==> src/rtl/adc_deser_pkg.sv <==
package adc_deser_pkg;

  typedef enum logic [1:0] {
    LS_SYNC   = 2'd0,
    LS_DESKEW = 2'd1,
    LS_LOCKED = 2'd2,
    LS_RUN    = 2'd3
  } lane_state_e;

  localparam int DEF_LANES       = 8;
  localparam int DEF_WORD        = 12;
  localparam int DEF_LOCK_FRAMES = 4;

endpackage

==> src/rtl/adc_frame_tracker.sv <==
module adc_frame_tracker (
  input  logic clk,
  input  logic rst_n,
  input  logic frame_clk,
  input  logic train,
  output logic frame_evt,
  output logic retrain
);

  logic fclk_q;
  logic train_q;

  always_ff @(posedge clk) begin
    if (!rst_n) begin
      fclk_q  <= 1'b0;
      train_q <= 1'b0;
    end else begin
      fclk_q  <= frame_clk;
      train_q <= train;
    end
  end

  assign frame_evt = frame_clk & ~fclk_q;
  assign retrain   = train & ~train_q;

  AST_FRAME_EVT_SINGLE: assert property (@(posedge clk) disable iff (!rst_n)
    frame_evt |=> !frame_evt);

  AST_RETRAIN_SINGLE: assert property (@(posedge clk) disable iff (!rst_n)
    retrain |=> !retrain);

endmodule

==> src/rtl/adc_lane_aligner.sv <==
module adc_lane_aligner
  import adc_deser_pkg::*;
#(
  parameter int WORD        = DEF_WORD,
  parameter int LOCK_FRAMES = DEF_LOCK_FRAMES
) (
  input  logic            clk,
  input  logic            rst_n,
  input  logic            bit_rise,
  input  logic            bit_fall,
  input  logic            frame_evt,
  input  logic            retrain,
  input  logic            train_lvl,
  output logic [WORD-1:0] sample,
  output logic            in_run,
  output logic            locked
);

  localparam int HIST = 2 * WORD;
  localparam int OFFW = $clog2(WORD);
  localparam int CNTW = $clog2(LOCK_FRAMES + 1);

  // alternating training word: odd bit positions set
  function automatic logic [WORD-1:0] alt_word();
    logic [WORD-1:0] p;
    for (int i = 0; i < WORD; i++) p[i] = (i % 2) == 1;
    return p;
  endfunction

  // boundary training word: upper half ones, lower half zeros
  function automatic logic [WORD-1:0] edge_word();
    logic [WORD-1:0] p;
    for (int i = 0; i < WORD; i++) p[i] = (i >= WORD / 2);
    return p;
  endfunction

  // WORD bits ending k bits before the newest one
  function automatic logic [WORD-1:0] window_at(input logic [HIST-1:0] h, input int k);
    return h[k +: WORD];
  endfunction

  localparam logic [WORD-1:0] SYNC_WORD   = alt_word();
  localparam logic [WORD-1:0] DESKEW_WORD = edge_word();

  logic [HIST-1:0] hist_q, hist_nx;
  lane_state_e     st_q, st_nx;
  logic [OFFW-1:0] off_q, off_nx;
  logic [CNTW-1:0] cnt_q, cnt_nx;
  logic [WORD-1:0] sample_q;

  logic            sync_seen;
  logic            desk_hit;
  logic [OFFW-1:0] desk_off;
  logic            same_off;
  logic [CNTW-1:0] streak_nx;
  logic            streak_done;

  // rising-edge bit is older than the falling-edge bit of the same cycle
  assign hist_nx = {hist_q[HIST-3:0], bit_rise, bit_fall};

  always_comb begin
    desk_hit = 1'b0;
    desk_off = '0;
    for (int k = WORD - 1; k >= 0; k--) begin
      if (window_at(hist_nx, k) == DESKEW_WORD) begin
        desk_hit = 1'b1;
        desk_off = OFFW'(k);
      end
    end
  end

  assign sync_seen   = (window_at(hist_nx, 0) == SYNC_WORD) ||
                       (window_at(hist_nx, 0) == ~SYNC_WORD);
  assign same_off    = (cnt_q != '0) && (desk_off == off_q);
  assign streak_nx   = same_off ? cnt_q + CNTW'(1) : CNTW'(1);
  assign streak_done = (streak_nx == CNTW'(LOCK_FRAMES));

  always_comb begin
    st_nx  = st_q;
    off_nx = off_q;
    cnt_nx = cnt_q;
    if (retrain) begin
      st_nx  = LS_SYNC;
      cnt_nx = '0;
    end else if (frame_evt) begin
      unique case (st_q)
        LS_SYNC: begin
          if (sync_seen) begin
            st_nx  = LS_DESKEW;
            cnt_nx = '0;
          end
        end
        LS_DESKEW: begin
          if (desk_hit) begin
            off_nx = desk_off;
            cnt_nx = streak_nx;
            if (streak_done) st_nx = LS_LOCKED;
          end else begin
            cnt_nx = '0;
          end
        end
        LS_LOCKED: begin
          if (!train_lvl) st_nx = LS_RUN;
        end
        LS_RUN: st_nx = LS_RUN;
        default: st_nx = LS_SYNC;
      endcase
    end
  end

  always_ff @(posedge clk) begin
    if (!rst_n) begin
      hist_q   <= '0;
      st_q     <= LS_SYNC;
      off_q    <= '0;
      cnt_q    <= '0;
      sample_q <= '0;
    end else begin
      hist_q <= hist_nx;
      st_q   <= st_nx;
      off_q  <= off_nx;
      cnt_q  <= cnt_nx;
      if (frame_evt) sample_q <= window_at(hist_nx, int'(off_q));
    end
  end

  assign sample = sample_q;
  assign in_run = (st_q == LS_RUN);
  assign locked = (st_q == LS_LOCKED) || (st_q == LS_RUN);

  AST_RETRAIN_TO_SYNC: assert property (@(posedge clk) disable iff (!rst_n)
    retrain |=> (st_q == LS_SYNC));

  AST_STATE_FRAME_ONLY: assert property (@(posedge clk) disable iff (!rst_n)
    (!frame_evt && !retrain) |=> $stable(st_q));

  AST_LOCK_AFTER_STREAK: assert property (@(posedge clk) disable iff (!rst_n)
    (st_q == LS_LOCKED && $past(st_q) == LS_DESKEW) |-> ($past(cnt_q) == CNTW'(LOCK_FRAMES - 1)));

  AST_RUN_FROM_LOCKED: assert property (@(posedge clk) disable iff (!rst_n)
    (st_q == LS_RUN && $past(st_q) != LS_RUN) |-> ($past(st_q) == LS_LOCKED && !$past(train_lvl)));

endmodule

==> src/rtl/adc_lane_deser.sv <==
module adc_lane_deser
  import adc_deser_pkg::*;
#(
  parameter int LANES       = DEF_LANES,
  parameter int WORD        = DEF_WORD,
  parameter int LOCK_FRAMES = DEF_LOCK_FRAMES
) (
  input  logic                  clk,
  input  logic                  rst_n,
  input  logic                  frame_clk,
  input  logic                  train,
  input  logic [LANES-1:0]      lane_rise,
  input  logic [LANES-1:0]      lane_fall,
  output logic [LANES*WORD-1:0] samples,
  output logic                  sample_valid,
  output logic                  aligned,
  output logic [LANES-1:0]      lane_locked
);

  logic             frame_evt;
  logic             retrain;
  logic [LANES-1:0] lane_run;
  logic             valid_q;

  adc_frame_tracker u_frame (
    .clk       (clk),
    .rst_n     (rst_n),
    .frame_clk (frame_clk),
    .train     (train),
    .frame_evt (frame_evt),
    .retrain   (retrain)
  );

  for (genvar g = 0; g < LANES; g++) begin : g_lane
    adc_lane_aligner #(
      .WORD        (WORD),
      .LOCK_FRAMES (LOCK_FRAMES)
    ) u_lane (
      .clk       (clk),
      .rst_n     (rst_n),
      .bit_rise  (lane_rise[g]),
      .bit_fall  (lane_fall[g]),
      .frame_evt (frame_evt),
      .retrain   (retrain),
      .train_lvl (train),
      .sample    (samples[g*WORD +: WORD]),
      .in_run    (lane_run[g]),
      .locked    (lane_locked[g])
    );
  end

  assign aligned = &lane_run;

  always_ff @(posedge clk) begin
    if (!rst_n) valid_q <= 1'b0;
    else        valid_q <= frame_evt & aligned & ~retrain;
  end

  assign sample_valid = valid_q;

  AST_VALID_NEEDS_ALIGN: assert property (@(posedge clk) disable iff (!rst_n)
    sample_valid |-> aligned);

  AST_VALID_ONE_CYCLE: assert property (@(posedge clk) disable iff (!rst_n)
    sample_valid |=> !sample_valid);

  AST_ALIGN_ALL_LOCKED: assert property (@(posedge clk) disable iff (!rst_n)
    aligned |-> (&lane_locked));

  AST_RETRAIN_DROPS_ALIGN: assert property (@(posedge clk) disable iff (!rst_n)
    retrain |=> (!aligned && lane_locked == '0));

endmodule

==> config.mk <==
export PLATFORM = sky130hd
export DESIGN_NAME = adc_lane_deser
export DESIGN_NICKNAME = d
export VERILOG_FILES = /design/src/rtl/adc_deser_pkg.sv /design/src/rtl/adc_frame_tracker.sv /design/src/rtl/adc_lane_aligner.sv /design/src/rtl/adc_lane_deser.sv
export SDC_FILE = /design/constraint.sdc
export NUM_CORES = 1
export LEC_CHECK = 0
export BUFFER_PORTS_ARGS = -buffer_cell sky130_fd_sc_hd__buf_2
export CAP_MARGIN = 20
export CELL_PAD_IN_SITES_DETAIL_PLACEMENT = 0
export CELL_PAD_IN_SITES_GLOBAL_PLACEMENT = 1
export CORE_AREA = 2 2 226 228
export CTS_CLUSTER_SIZE = 14
export DETAILED_ROUTE_END_ITERATION = 16
export DIE_AREA = 0 0 228 230
export PLACE_DENSITY = 0.78
export SYNTH_ARGS = -nofsm -noshare
export SYNTH_HDL_FRONTEND = slang
export SYNTH_SLANG_ARGS = --single-unit
==> constraint.sdc <==
create_clock -name clk -period 2.2 [get_ports clk]
set_input_delay 0.11 -clock clk [delete_from_list [all_inputs] [get_ports clk]]
set_output_delay 0.11 -clock clk [all_outputs]
set_load 0.005 [all_outputs]
==> key figures, run 1 <==
Run status
  – Status: finished with violations
  – Violated checks: setup timing

Cells and area
  – Post-layout instance area: 0.02748 mm^2
  – Most frequent cells in the layout: dfxtp_1 (294), buf_4 (275), nand2_1 (255)
  – Commonest non-fill, non-tap cell in the layout: dfxtp_1
  – Layout cells sized above 1: 0.3424
  – Area Growth Syn to Fin: 26.03%
  – Fin nets: 2,619

Placed design
  – Placement-stage cell area: 0.02481 mm^2
  – Pre-CTS setup slack: -0.2542 ns
  – I/O Buffers: 125
  – Hpwl dp: 43.44 mm
  – Final GP Congestion: 0.9109

Global routing
  – First-pass GRT wire length: 98.82 mm
  – Grt peak-use layer: met2
  – Global-route met3 utilization: 0.03038
  – Initial antenna violation count: 2
  – Grt met2 use: 0.3829
  – GR Util All Layers: 0.2270
  – Met1 Use GR: 0.3030
  – Vias in the first global route: 18,801
  – Total gr overflow: 0
  – Pin count of the biggest net entering global routing: 135

Clock tree
  – Worst-path clk slew: 0.06 ns
  – Root buffer cell: clkbuf_16
  – CTS Sinks: 347
  – CTS buffer count: 42
  – Worst-Skew Late Latency: 0.56 ns
  – Maximum root-to-sink buffer count: 3
  – CTS tree: yes
  – H-tree depth: 2

Setup path
  – Crit Path Class: reg2reg
  – Crit start category: register
  – WP buf/inv: 1
  – Arrival time at the worst endpoint: 2.76 ns
  – CP peak stage delay: 0.43 ns
  – Reg2Reg Setup Slack: -0.08 ns
  – Crit-path slowest cell: or4_4
  – Worst setup EP type: register
  – CP cell instances: and4bb_1 -> o211a_1 -> a31o_4 -> or4_4 -> a2111oi_4 -> buf_4 -> nand3b_1 -> a31oi_1
  – CP Data Required Time: 2.68 ns
  – Top Family by Delay on Critical Path: compound AO/OA/AOI/OAI gates
  – CP Max Fanout: 5

Logic synthesis
  – Top cells by area, synth: dfxtp_1 (32%), mux4_2 (20%), and2_1 (5.2%), a21oi_1 (4.5%), nand2_1 (4.4%)
  – Count of flip-flops with a built-in enable after synthesis: 0
  – Synthesized instance count: 2,280
  – Yosys top cell area share: 0.3186
  – Yosys top cell by area: dfxtp_1
  – Seq/Total Area, Yosys: 0.3186
  – Syn_area_per_cell: 9.562 um^2
  – Post-Syn Nets: 2,316
  – FFs w/ async S/R, synth: 0
  – Unique masters post-synth: 84
  – Top FF cell, synth: dfxtp_1
  – Cell area after synthesis: 0.02180 mm^2
  – Seq cells post-synth: 347
  – Synth warnings: 0

STA
  – Relative slew slack: 0.3695
  – Final Skew: 0.01127 ns
  – Hold Slack: 0.01884 ns
  – Final Critical Period: 2.275 ns
  – Period utilisation layout: 1.034
  – Final setup vio count: 5
  – Final Slew Violations: 0
  – Setup_tns: -0.2051 ns
  – RSZ-0062 raised after global routing: true
  – Fmax: 439.5 MHz
  – Slew @ Worst Pin: 0.9458 ns
  – Final WS setup: -0.07513 ns
  – Fin. Hold Viols: 0

Drt
  – Final wirelength: 61.80 mm
  – DR pass1 iterations: 5
  – Starting DRT DRC Count: 1,361
  – Mean routed wirelength per cell: 18.80 um
  – Vias: 19,173
  – Number of nets with antenna violations after routing: 0
  – Vias per cell: 5.833
  – DRC violations left: 0

Die
  – Initial Util: 0.4372
  – Std cell rows: 82
  – Core area: 0.04986 mm^2
  – Die area: 0.05244 mm^2
  – IO Pins: 126
  – Die height: 230 um
  – Die X: 228 um

Hold path
  – Worst Hold Class: in2reg

Pwr
  – Pwr Density: 539.7 mW/mm^2
  – Sw Ratio: 0.2247
  – Internal Power: 11.50 mW
  – Pleak: 10.30 nW
  – Switching pwr: 3.333 mW
  – VDD IR-drop max: 0.5572 mV
  – Logic pwr share: 0.055
  – Clock power share: 0.509
  – Reg power frac: 0.436

Run
  – Max cap viols: 0
-- what timing repair did --
item | 4_1_cts | 5_1_grt
hold endpoints to repair | 17 | 0
setup buffers | 1 | 16
gates resized for setup | 47 | 164
hold buffers | 17 | 0
pin swaps | 17 | 49
endpoints found under the setup margin | 34 | 73
-- worst register-to-register path: cells and delay by family (launching register included) --
family,cells,cell delay [ns]
AOI/OAI and AO/OA,4,0.93
buffers and inverters,1,0.19
DFF,1,0.37
and+or+nand+nor,3,0.71
-- path summary, 6_finish.rpt --
path / cells after the start / end / startpoint
hold reg to reg: 2 / g_lane[1].u_lane.sample[2]$_SDFFE_PN0P_ / g_lane[1].u_lane.sample[2]$_SDFFE_PN0P_
hold / removal: 4 / g_lane[1].u_lane.st_q[0]$_SDFFE_PP0P_ / train
setup reg to reg: 8 / g_lane[2].u_lane.cnt_q[2]$_SDFFE_PP0P_ / g_lane[2].u_lane.hist_q[9]$_SDFF_PN0_
setup / recovery: 8 / g_lane[2].u_lane.cnt_q[2]$_SDFFE_PP0P_ / g_lane[2].u_lane.hist_q[9]$_SDFF_PN0_
-- stage by stage --
stage | power [mW] | util | cells
final | 14.83 | 0.5510 | 3287
after global routing | 15.30 | 0.5510 | 3287
after CTS | 14.97 | 0.5353 | 3270
after detailed placement | 7.367 | 0.4975 | 3177
after global placement | 7.347 | 0.4975 | 3177
after floorplan | 7.032 | - | 2280
-- power groups by stage --
stage | combinational [mW] | sequential [mW] | clock (mW)
finish | 0.813 | 6.46 | 7.55
CTS | 0.803 | 6.46 | 7.71
global route | 0.882 | 6.47 | 7.95
floorplan | 0.440 | 6.59 | 0
global placement | 0.756 | 6.59 | 0
detailed placement | 0.772 | 6.59 | 0
-- sequential cells by signal (all words and copies together), names as in the netlist --
name                  cells
g_lane.u_lane.cnt_q      24
g_lane.u_lane.hist_q    176
g_lane.u_lane.off_q      32
g_lane.u_lane.sample     96
g_lane.u_lane.st_q       16
sample_valid              1
u_frame.fclk_q            1
u_frame.train_q           1
-- area by class of cell --
| type | count | area, um^2 |
|---|---|---|
| flip-flops and latches | 347 | 7038 |
| inverters | 50 | 190.2 |
| clock buffers | 61 | 1296 |
| repair buffers | 433 | 3161 |
| fillers | 4419 | 22390 |
| well taps | 672 | 840.8 |
| diodes | 1 | 2.502 |
| multi-input cells | 1709 | 14720 |
| clock inverters | 14 | 222.7 |
-- cells in the mapped netlist (7+ instances only) --
library cell,number
a211oi_1,35
a21oi_1,194
a31oi_1,15
and2_1,180
and3_1,12
and4bb_2,16
buf_1,23
buf_2,17
buf_4,10
clkbuf_1,123
dfxtp_1,347
ha_1,16
inv_1,45
mux2_2,21
mux2i_1,73
mux4_2,189
nand2_1,257
nand2b_1,29
nand3_1,37
nand3b_1,18
nand4_1,21
nor2_1,122
nor2b_1,114
nor3_1,15
nor3b_1,18
nor4b_1,8
nor4bb_1,52
o2111ai_1,32
o211ai_1,24
o21a_1,8
o21ai_0,52
o31ai_1,8
xnor2_1,16
xor2_1,7
-- cells by family (layout without fill, tap and decap cells) --
logic type | count (synthesis) | in the layout | share of synthesized area
and+or+nand+nor | 946 | 946 | 0.2477
AOI/OAI and AO/OA | 438 | 438 | 0.1307
DFF | 347 | 347 | 0.3186
muxes | 286 | 286 | 0.2432
buffers and inverters | 224 | 558 | 0.04132
xor gates and xnor gates | 23 | 23 | 0.009240
adders and majority gates | 16 | 16 | 0.009183
other | 0 | 1 | 0
-- layer usage --
metal,vias to the layer above,part of all wire,wire [um]
met1,9469,0.45,27640
met3,104,0.046,2847
met5,-,0.00013,8
li1,9084,-,-
met4,2,0.023,1396
met2,514,0.48,29900
(Power assumes the default switching activity.)
==> run 2: changes to the inputs <==
--- a/config.mk
+++ b/config.mk
@@ -9,11 +9,12 @@
 export CAP_MARGIN = 20
 export CELL_PAD_IN_SITES_DETAIL_PLACEMENT = 0
 export CELL_PAD_IN_SITES_GLOBAL_PLACEMENT = 1
-export CORE_AREA = 2 2 226 228
+export CORE_AREA = 4 4 228 230
 export CTS_CLUSTER_SIZE = 14
 export DETAILED_ROUTE_END_ITERATION = 16
-export DIE_AREA = 0 0 228 230
+export DIE_AREA = 0 0 232 234
 export PLACE_DENSITY = 0.78
+export SETUP_SLACK_MARGIN = 0.4
 export SYNTH_ARGS = -nofsm -noshare
 export SYNTH_HDL_FRONTEND = slang
 export SYNTH_SLANG_ARGS = --single-unit
==> run 2 against run 1 <==
Net effect: the run still ends with setup timing left; register-to-register slack hardly changed; total power fell by 2.4%; clock power fell by 5.4%; highest routed layer unchanged.
==> key figures, run 2 (synthesis results as in run 1) <==
Cells and area
  – Layout cells sized above 1: 0.4752
  – Non-Filler Instances: 3,353
  – Layout Utilization: 0.5997
  – Max FFs per register: 176
  – Biggest register: g_lane.u_lane.hist_q
  – Commonest non-fill, non-tap cell in the layout: buf_4
  – Fin nets: 2,684
  – Ant diodes: 0
  – Most frequent cells in the layout: buf_4 (279), dfxtp_1 (232), nand2_1 (191), mux4_2 (191), and2_1 (178)
  – Area Growth Syn to Fin: 37.17%

Clock tree
  – CTS buffer count: 42
  – H-tree depth: 2
  – Maximum root-to-sink buffer count: 3
  – Worst-path clk slew: 0.06 ns
  – CTS Sinks: 347
  – CTS tree: yes
  – Worst-Skew Late Latency: 0.58 ns
  – Root buffer cell: clkbuf_16

Run status
  – Status: finished with violations
  – Violated checks: setup timing

Global routing
  – Grt peak-use layer: met2
  – Pin count of the biggest net entering global routing: 135
  – Initial antenna violation count: 2
  – GR Util All Layers: 0.2345
  – First-pass GRT wire length: 104.6 mm
  – Vias in the first global route: 19,424
  – Met1 Use GR: 0.3178
  – Total gr overflow: 0
  – Global-route met3 utilization: 0.03632
  – Grt met2 use: 0.3887

Pwr
  – VDD IR-drop max: 0.5606 mV
  – Internal Power: 11.01 mW
  – Reg power frac: 0.444
  – Switching pwr: 3.454 mW
  – Pleak: 10.85 nW
  – Logic pwr share: 0.063
  – Total power draw: 14.47 mW
  – Sw Ratio: 0.2387
  – Clock power share: 0.493
  – Pwr Density: 483.8 mW/mm^2

Drt
  – Mean routed wirelength per cell: 19.92 um
  – Final wirelength: 66.80 mm
  – Number of nets with antenna violations after routing: 0
  – Starting DRT DRC Count: 1,367
  – DRC violations left: 0
  – DR pass1 iterations: 6
  – Vias per cell: 5.914
  – Vias: 19,831

Placed design
  – Pre-CTS setup slack: -0.1060 ns
  – I/O Buffers: 125
  – Final GP Congestion: 0.9205
  – Hpwl dp: 43.55 mm
  – Placed Cells: 3,113

Die
  – IO Pins: 126
  – Core area: 0.04986 mm^2
  – Die height: 234 um
  – Die area: 0.05429 mm^2
  – Die X: 232 um
  – Initial Util: 0.4372
  – Std cell rows: 82

STA
  – Relative slew slack: 0.2979
  – Fmax: 440.0 MHz
  – Period utilisation layout: 1.033
  – Final Critical Period: 2.273 ns
  – Fin. Hold Viols: 0
  – Final Skew: 0.02125 ns
  – Final setup vio count: 6
  – Slew @ Worst Pin: 1.053 ns
  – Final WS setup: -0.07275 ns
  – RSZ-0062 raised after global routing: true
  – Setup_tns: -0.2701 ns
  – Final Slew Violations: 0

Hold path
  – Worst Hold Class: in2reg

Setup path
  – Crit Path Class: reg2reg
  – CP Max Fanout: 5
  – CP Data Required Time: 2.65 ns
  – Arrival time at the worst endpoint: 2.72 ns
  – CP peak stage delay: 0.46 ns
  – Crit-path slowest cell: a2111oi_4
  – Crit start category: register
  – Worst setup EP type: register
  – CP cell instances: and4bb_1 -> o211a_1 -> a31o_4 -> or4_4 -> a2111oi_4 -> and2_4 -> o22ai_1

Run
  – Max cap viols: 0
## run 2: final cells by class
type	instances	area [um^2]
timing repair buffer	497	4108
clock inverter	17	209.0
fill	4031	19960
sequential	347	7221
tap	672	840.8
clock buffer	60	1209
inverter	50	191.4
multi-input combinational	1710	16130
## run 2: timing repair
action	4_1_cts	5_1_grt
cloned	14	0
pin swaps	177	104
gates resized for setup	332	288
hold buffers	18	0
setup endpoints to repair	169	169
buffers inserted	88	43
endpoints found under the hold margin	18	0
## run 2: path summary, 6_finish.rpt
| check | startpoint | to | slack (ns) | depth (start not counted) |
|---|---|---|---|---|
| worst max-delay path | g_lane[2].u_lane.hist_q[9]$_SDFF_PN0_ | g_lane[2].u_lane.cnt_q[0]$_SDFFE_PP0P_ | -0.07 | 7 |
| worst min-delay path | rst_n | g_lane[7].u_lane.cnt_q[0]$_SDFFE_PP0P_ | 0.11 | 5 |
| worst max register to register | g_lane[2].u_lane.hist_q[9]$_SDFF_PN0_ | g_lane[2].u_lane.cnt_q[0]$_SDFFE_PP0P_ | -0.07 | 7 |
| worst min register to register | g_lane[6].u_lane.sample[4]$_SDFFE_PN0P_ | g_lane[6].u_lane.sample[4]$_SDFFE_PN0P_ | 0.45 | 2 |
## run 2: stage by stage
step | cell area (um^2) | hold slack, ns
2_1_floorplan | 22450 | 0.2317
3_3_place_gp | 24630 | 0.3744
3_5_place_dp | 24630 | 0.3851
4_1_cts | 28480 | 0.08011
5_1_grt | 29900 | 0.1170
6_report | 29900 | 0.1058
## run 2: power groups by stage
stage	Combinational (mW)	Clock [mW]	Sequential [mW]
after floorplan	0.446	0	6.59
after CTS	0.857	7.30	6.43
after global routing	0.984	7.58	6.43
after detailed placement	0.774	0	6.60
after global placement	0.765	0	6.60
final	0.909	7.14	6.42
## run 2: worst max-delay path: cells and delay by family (launching register included)
family / cells / cell delay (ns)
and+or+nand+nor: 3 / 0.84
AOI/OAI and AO/OA: 4 / 0.95
DFF: 1 / 0.36
## run 2: per-layer routing
layer  routed length, um  up-vias
met4                1965        4
li1                    -     9227
met1               29260     9901
met5                  27        -
met2               32090      570
met3                3456      129
==> run 3: changes to the inputs <==
--- a/config.mk
+++ b/config.mk
@@ -5,14 +5,14 @@
 export SDC_FILE = /design/constraint.sdc
 export NUM_CORES = 1
 export LEC_CHECK = 0
-export BUFFER_PORTS_ARGS = -buffer_cell sky130_fd_sc_hd__buf_2
 export CAP_MARGIN = 20
 export CELL_PAD_IN_SITES_DETAIL_PLACEMENT = 0
 export CELL_PAD_IN_SITES_GLOBAL_PLACEMENT = 1
-export CORE_AREA = 4 4 228 230
+export CORE_AREA = 4 4 223 225
 export CTS_CLUSTER_SIZE = 14
 export DETAILED_ROUTE_END_ITERATION = 16
-export DIE_AREA = 0 0 232 234
+export DIE_AREA = 0 0 227 229
+export DONT_BUFFER_PORTS = 1
 export PLACE_DENSITY = 0.78
 export SETUP_SLACK_MARGIN = 0.4
 export SYNTH_ARGS = -nofsm -noshare
==> run 3 against run 2 <==
Net effect: largest power group unchanged; fmax is 1.6% lower; hold slack got worse by 0.067 ns; the flow still finishes with violations (setup timing); sequential power about the same; setup slack lost 0.037 ns; die area fell by 4.2%; flip-flop and latch count did not move; sequential share of layout area grew 0.14 points; count of clock-buffer cells in the layout shrank 7; critical path depth grew 1; via count down 0.81%; core utilization rose by 2.8 points; register-to-register slack worse by 0.04 ns.
==> key figures, run 3 (synthesis results as in run 1) <==
Drt
  – Starting DRT DRC Count: 1,513
  – Vias: 19,671
  – Mean routed wirelength per cell: 21.14 um
  – Number of nets with antenna violations after routing: 0
  – Vias per cell: 6.120
  – DR pass1 iterations: 6
  – Final wirelength: 67.93 mm
  – DRC violations left: 0

Cells and area
  – Multi-input logic area: 0.01617 mm^2
  – Fill count: 3,723
  – Commonest non-fill, non-tap cell in the layout: buf_4
  – Layout cells sized above 1: 0.4634
  – Fin nets: 2,601
  – Layout Utilization: 0.6277
  – Area Growth Syn to Fin: 36.90%
  – Biggest register: g_lane.u_lane.hist_q
  – Register area: 0.007248 mm^2
  – Post-layout instance area: 0.02985 mm^2
  – Most frequent cells in the layout: buf_4 (272), dfxtp_1 (218), mux4_2 (191)
  – Max FFs per register: 176

Global routing
  – Vias in the first global route: 19,083
  – GR Util All Layers: 0.2482
  – Total gr overflow: 0
  – First-pass GRT wire length: 105.7 mm
  – Initial antenna violation count: 1
  – Pin count of the biggest net entering global routing: 146

Pwr
  – Internal Power: 11.04 mW
  – Sw Ratio: 0.2397
  – Logic pwr share: 0.058
  – Reg power frac: 0.443
  – Pleak: 10.56 nW
  – Switching pwr: 3.480 mW
  – Total power draw: 14.52 mW
  – VDD IR-drop max: 0.4722 mV
  – Pwr Density: 486.4 mW/mm^2
  – Clock power share: 0.499

STA
  – Setup_tns: -0.3850 ns
  – Slew @ Worst Pin: 0.8576 ns
  – Final setup vio count: 4
  – Final Slew Violations: 0
  – Final Skew: 0.01056 ns
  – Fin. Hold Viols: 0
  – Final WS setup: -0.1100 ns
  – Period utilisation layout: 1.050
  – RSZ-0062 raised after global routing: true
  – Final Critical Period: 2.310 ns
  – Relative slew slack: 0.4283
  – Fmax: 432.9 MHz

Clock tree
  – Root buffer cell: clkbuf_16
  – Worst-Skew Late Latency: 0.57 ns
  – CTS tree: yes
  – CTS buffer count: 41
  – CTS Sinks: 347
  – H-tree depth: 2
  – Worst-path clk slew: 0.06 ns
  – Maximum root-to-sink buffer count: 3

Setup path
  – Crit start category: register
  – CP peak stage delay: 0.45 ns
  – CP cell instances: buf_4 -> nor4bb_1 -> o211ai_1 -> nand3_1 -> or3b_4 -> a2111oi_4 -> and2_4 -> a21oi_1
  – Reg2Reg Setup Slack: -0.11 ns
  – Worst setup EP type: register
  – Reg-to-reg critical path endpoint: g_lane[2].u_lane.st_q[0]$_SDFFE_PP0P_
  – Reg2Reg Depth: 8
  – CP Data Required Time: 2.65 ns
  – Reg2reg start: g_lane[2].u_lane.hist_q[8]$_SDFF_PN0_
  – CP Max Fanout: 5
  – Crit-path slowest cell: a2111oi_4
  – Arrival time at the worst endpoint: 2.76 ns
  – Crit Path Class: reg2reg

Hold path
  – Worst Hold Class: in2reg
  – Hold Startpoint: rst_n
  – Hold path endpoint: g_lane[5].u_lane.hist_q[13]$_SDFF_PN0_
  – Cells on Worst Hold Path: 2

Die
  – Core area: 0.04755 mm^2
  – Die X: 227 um
  – Die area: 0.05198 mm^2
  – Die height: 229 um
  – Initial Util: 0.4585
  – IO Pins: 126
  – Std cell rows: 80

Placed design
  – Final GP Congestion: 0.9009
  – Hpwl dp: 42.98 mm
  – Placement-stage cell area: 0.02400 mm^2
  – I/O Buffers: 0

Run status
  – Status: finished with violations
  – Violated checks: setup timing

Run
  – Max cap viols: 0
run 3: changes by cell type in the layout (fill, tap and decap cells not counted), sizes merged, moves of 2 or more:
| cell | change |
|---|---|
| clkinvlp | +9 |
| clkbuf | -8 |
| inv | -2 |
| dlygate4sd3 | +30 |
| buf | -113 |
run 3: how the worst max path moves through the flow:
stage	from	end	slack, ns	depth (start not counted)
after floorplan	g_lane[2].u_lane.hist_q[4]$_SDFF_PN0_	g_lane[2].u_lane.cnt_q[0]$_SDFFE_PP0P_	-0.008	8
after global placement	g_lane[2].u_lane.hist_q[13]$_SDFF_PN0_	g_lane[2].u_lane.st_q[0]$_SDFFE_PP0P_	-0.1	7
after detailed placement	g_lane[2].u_lane.hist_q[13]$_SDFF_PN0_	g_lane[2].u_lane.st_q[0]$_SDFFE_PP0P_	-0.15	7
after CTS	g_lane[2].u_lane.hist_q[9]$_SDFF_PN0_	g_lane[2].u_lane.st_q[0]$_SDFFE_PP0P_	-0.05	7
after global routing	g_lane[2].u_lane.hist_q[10]$_SDFF_PN0_	g_lane[2].u_lane.cnt_q[2]$_SDFFE_PP0P_	-0.15	7
final	g_lane[2].u_lane.hist_q[8]$_SDFF_PN0_	g_lane[2].u_lane.st_q[0]$_SDFFE_PP0P_	-0.11	8
run 3: cell type report:
class,instances,area share
Antenna cell,1,0.00008384
Clock buffer,53,0.03899
Clock inverter,23,0.009139
Inverter,50,0.006791
Multi-Input combinational cell,1710,0.5418
Sequential cell,347,0.2429
Tap cell,615,0.02578
Timing Repair Buffer,414,0.1343
Timing Repair inverter,1,0.0002515
run 3: power groups by stage:
stage               combinational, mW  sequential, mW  clock [mW]
floorplan                       0.446            6.59           0
detailed placement              0.633            6.62           0
global route                    0.911            6.44        7.66
CTS                             0.784            6.44        7.40
global placement                0.624            6.62           0
finish                          0.846            6.43        7.24
run 3: metrics by stage:
step | setup WS, ns | hold slack, ns | instances
finish | -0.1100 | 0.03850 | 3214
global route | -0.1503 | 0.04899 | 3213
CTS | -0.04968 | 0.04322 | 3166
detailed placement | -0.1462 | 0.2349 | 2936
global placement | -0.09915 | 0.2321 | 2936
floorplan | -0.007646 | 0.2317 | 2280
run 3: routing by layer:
metal,global-route usage,up-vias,wire (um)
met1,0.3449,9805,29030
met5,0,-,0
met2,0.4058,665,32590
met4,0.04955,0,1761
met3,0.05033,139,4552
li1,-,9062,-
run 3: what timing repair did:
action | CTS | global route
buffers inserted | 91 | 46
resized for setup | 375 | 310
cloned | 14 | 1
hold buffers | 49 | 0
hold endpoints to repair | 193 | 0
pin swaps | 169 | 129
setup endpoints to repair | 168 | 168
run 3: worst max-delay path: cells and delay by family (launching register included):
family          cells  cell delay, ns
buf+inv             1            0.14
compound gates      3            0.69
simple gates        4            1.02
flops               1            0.35
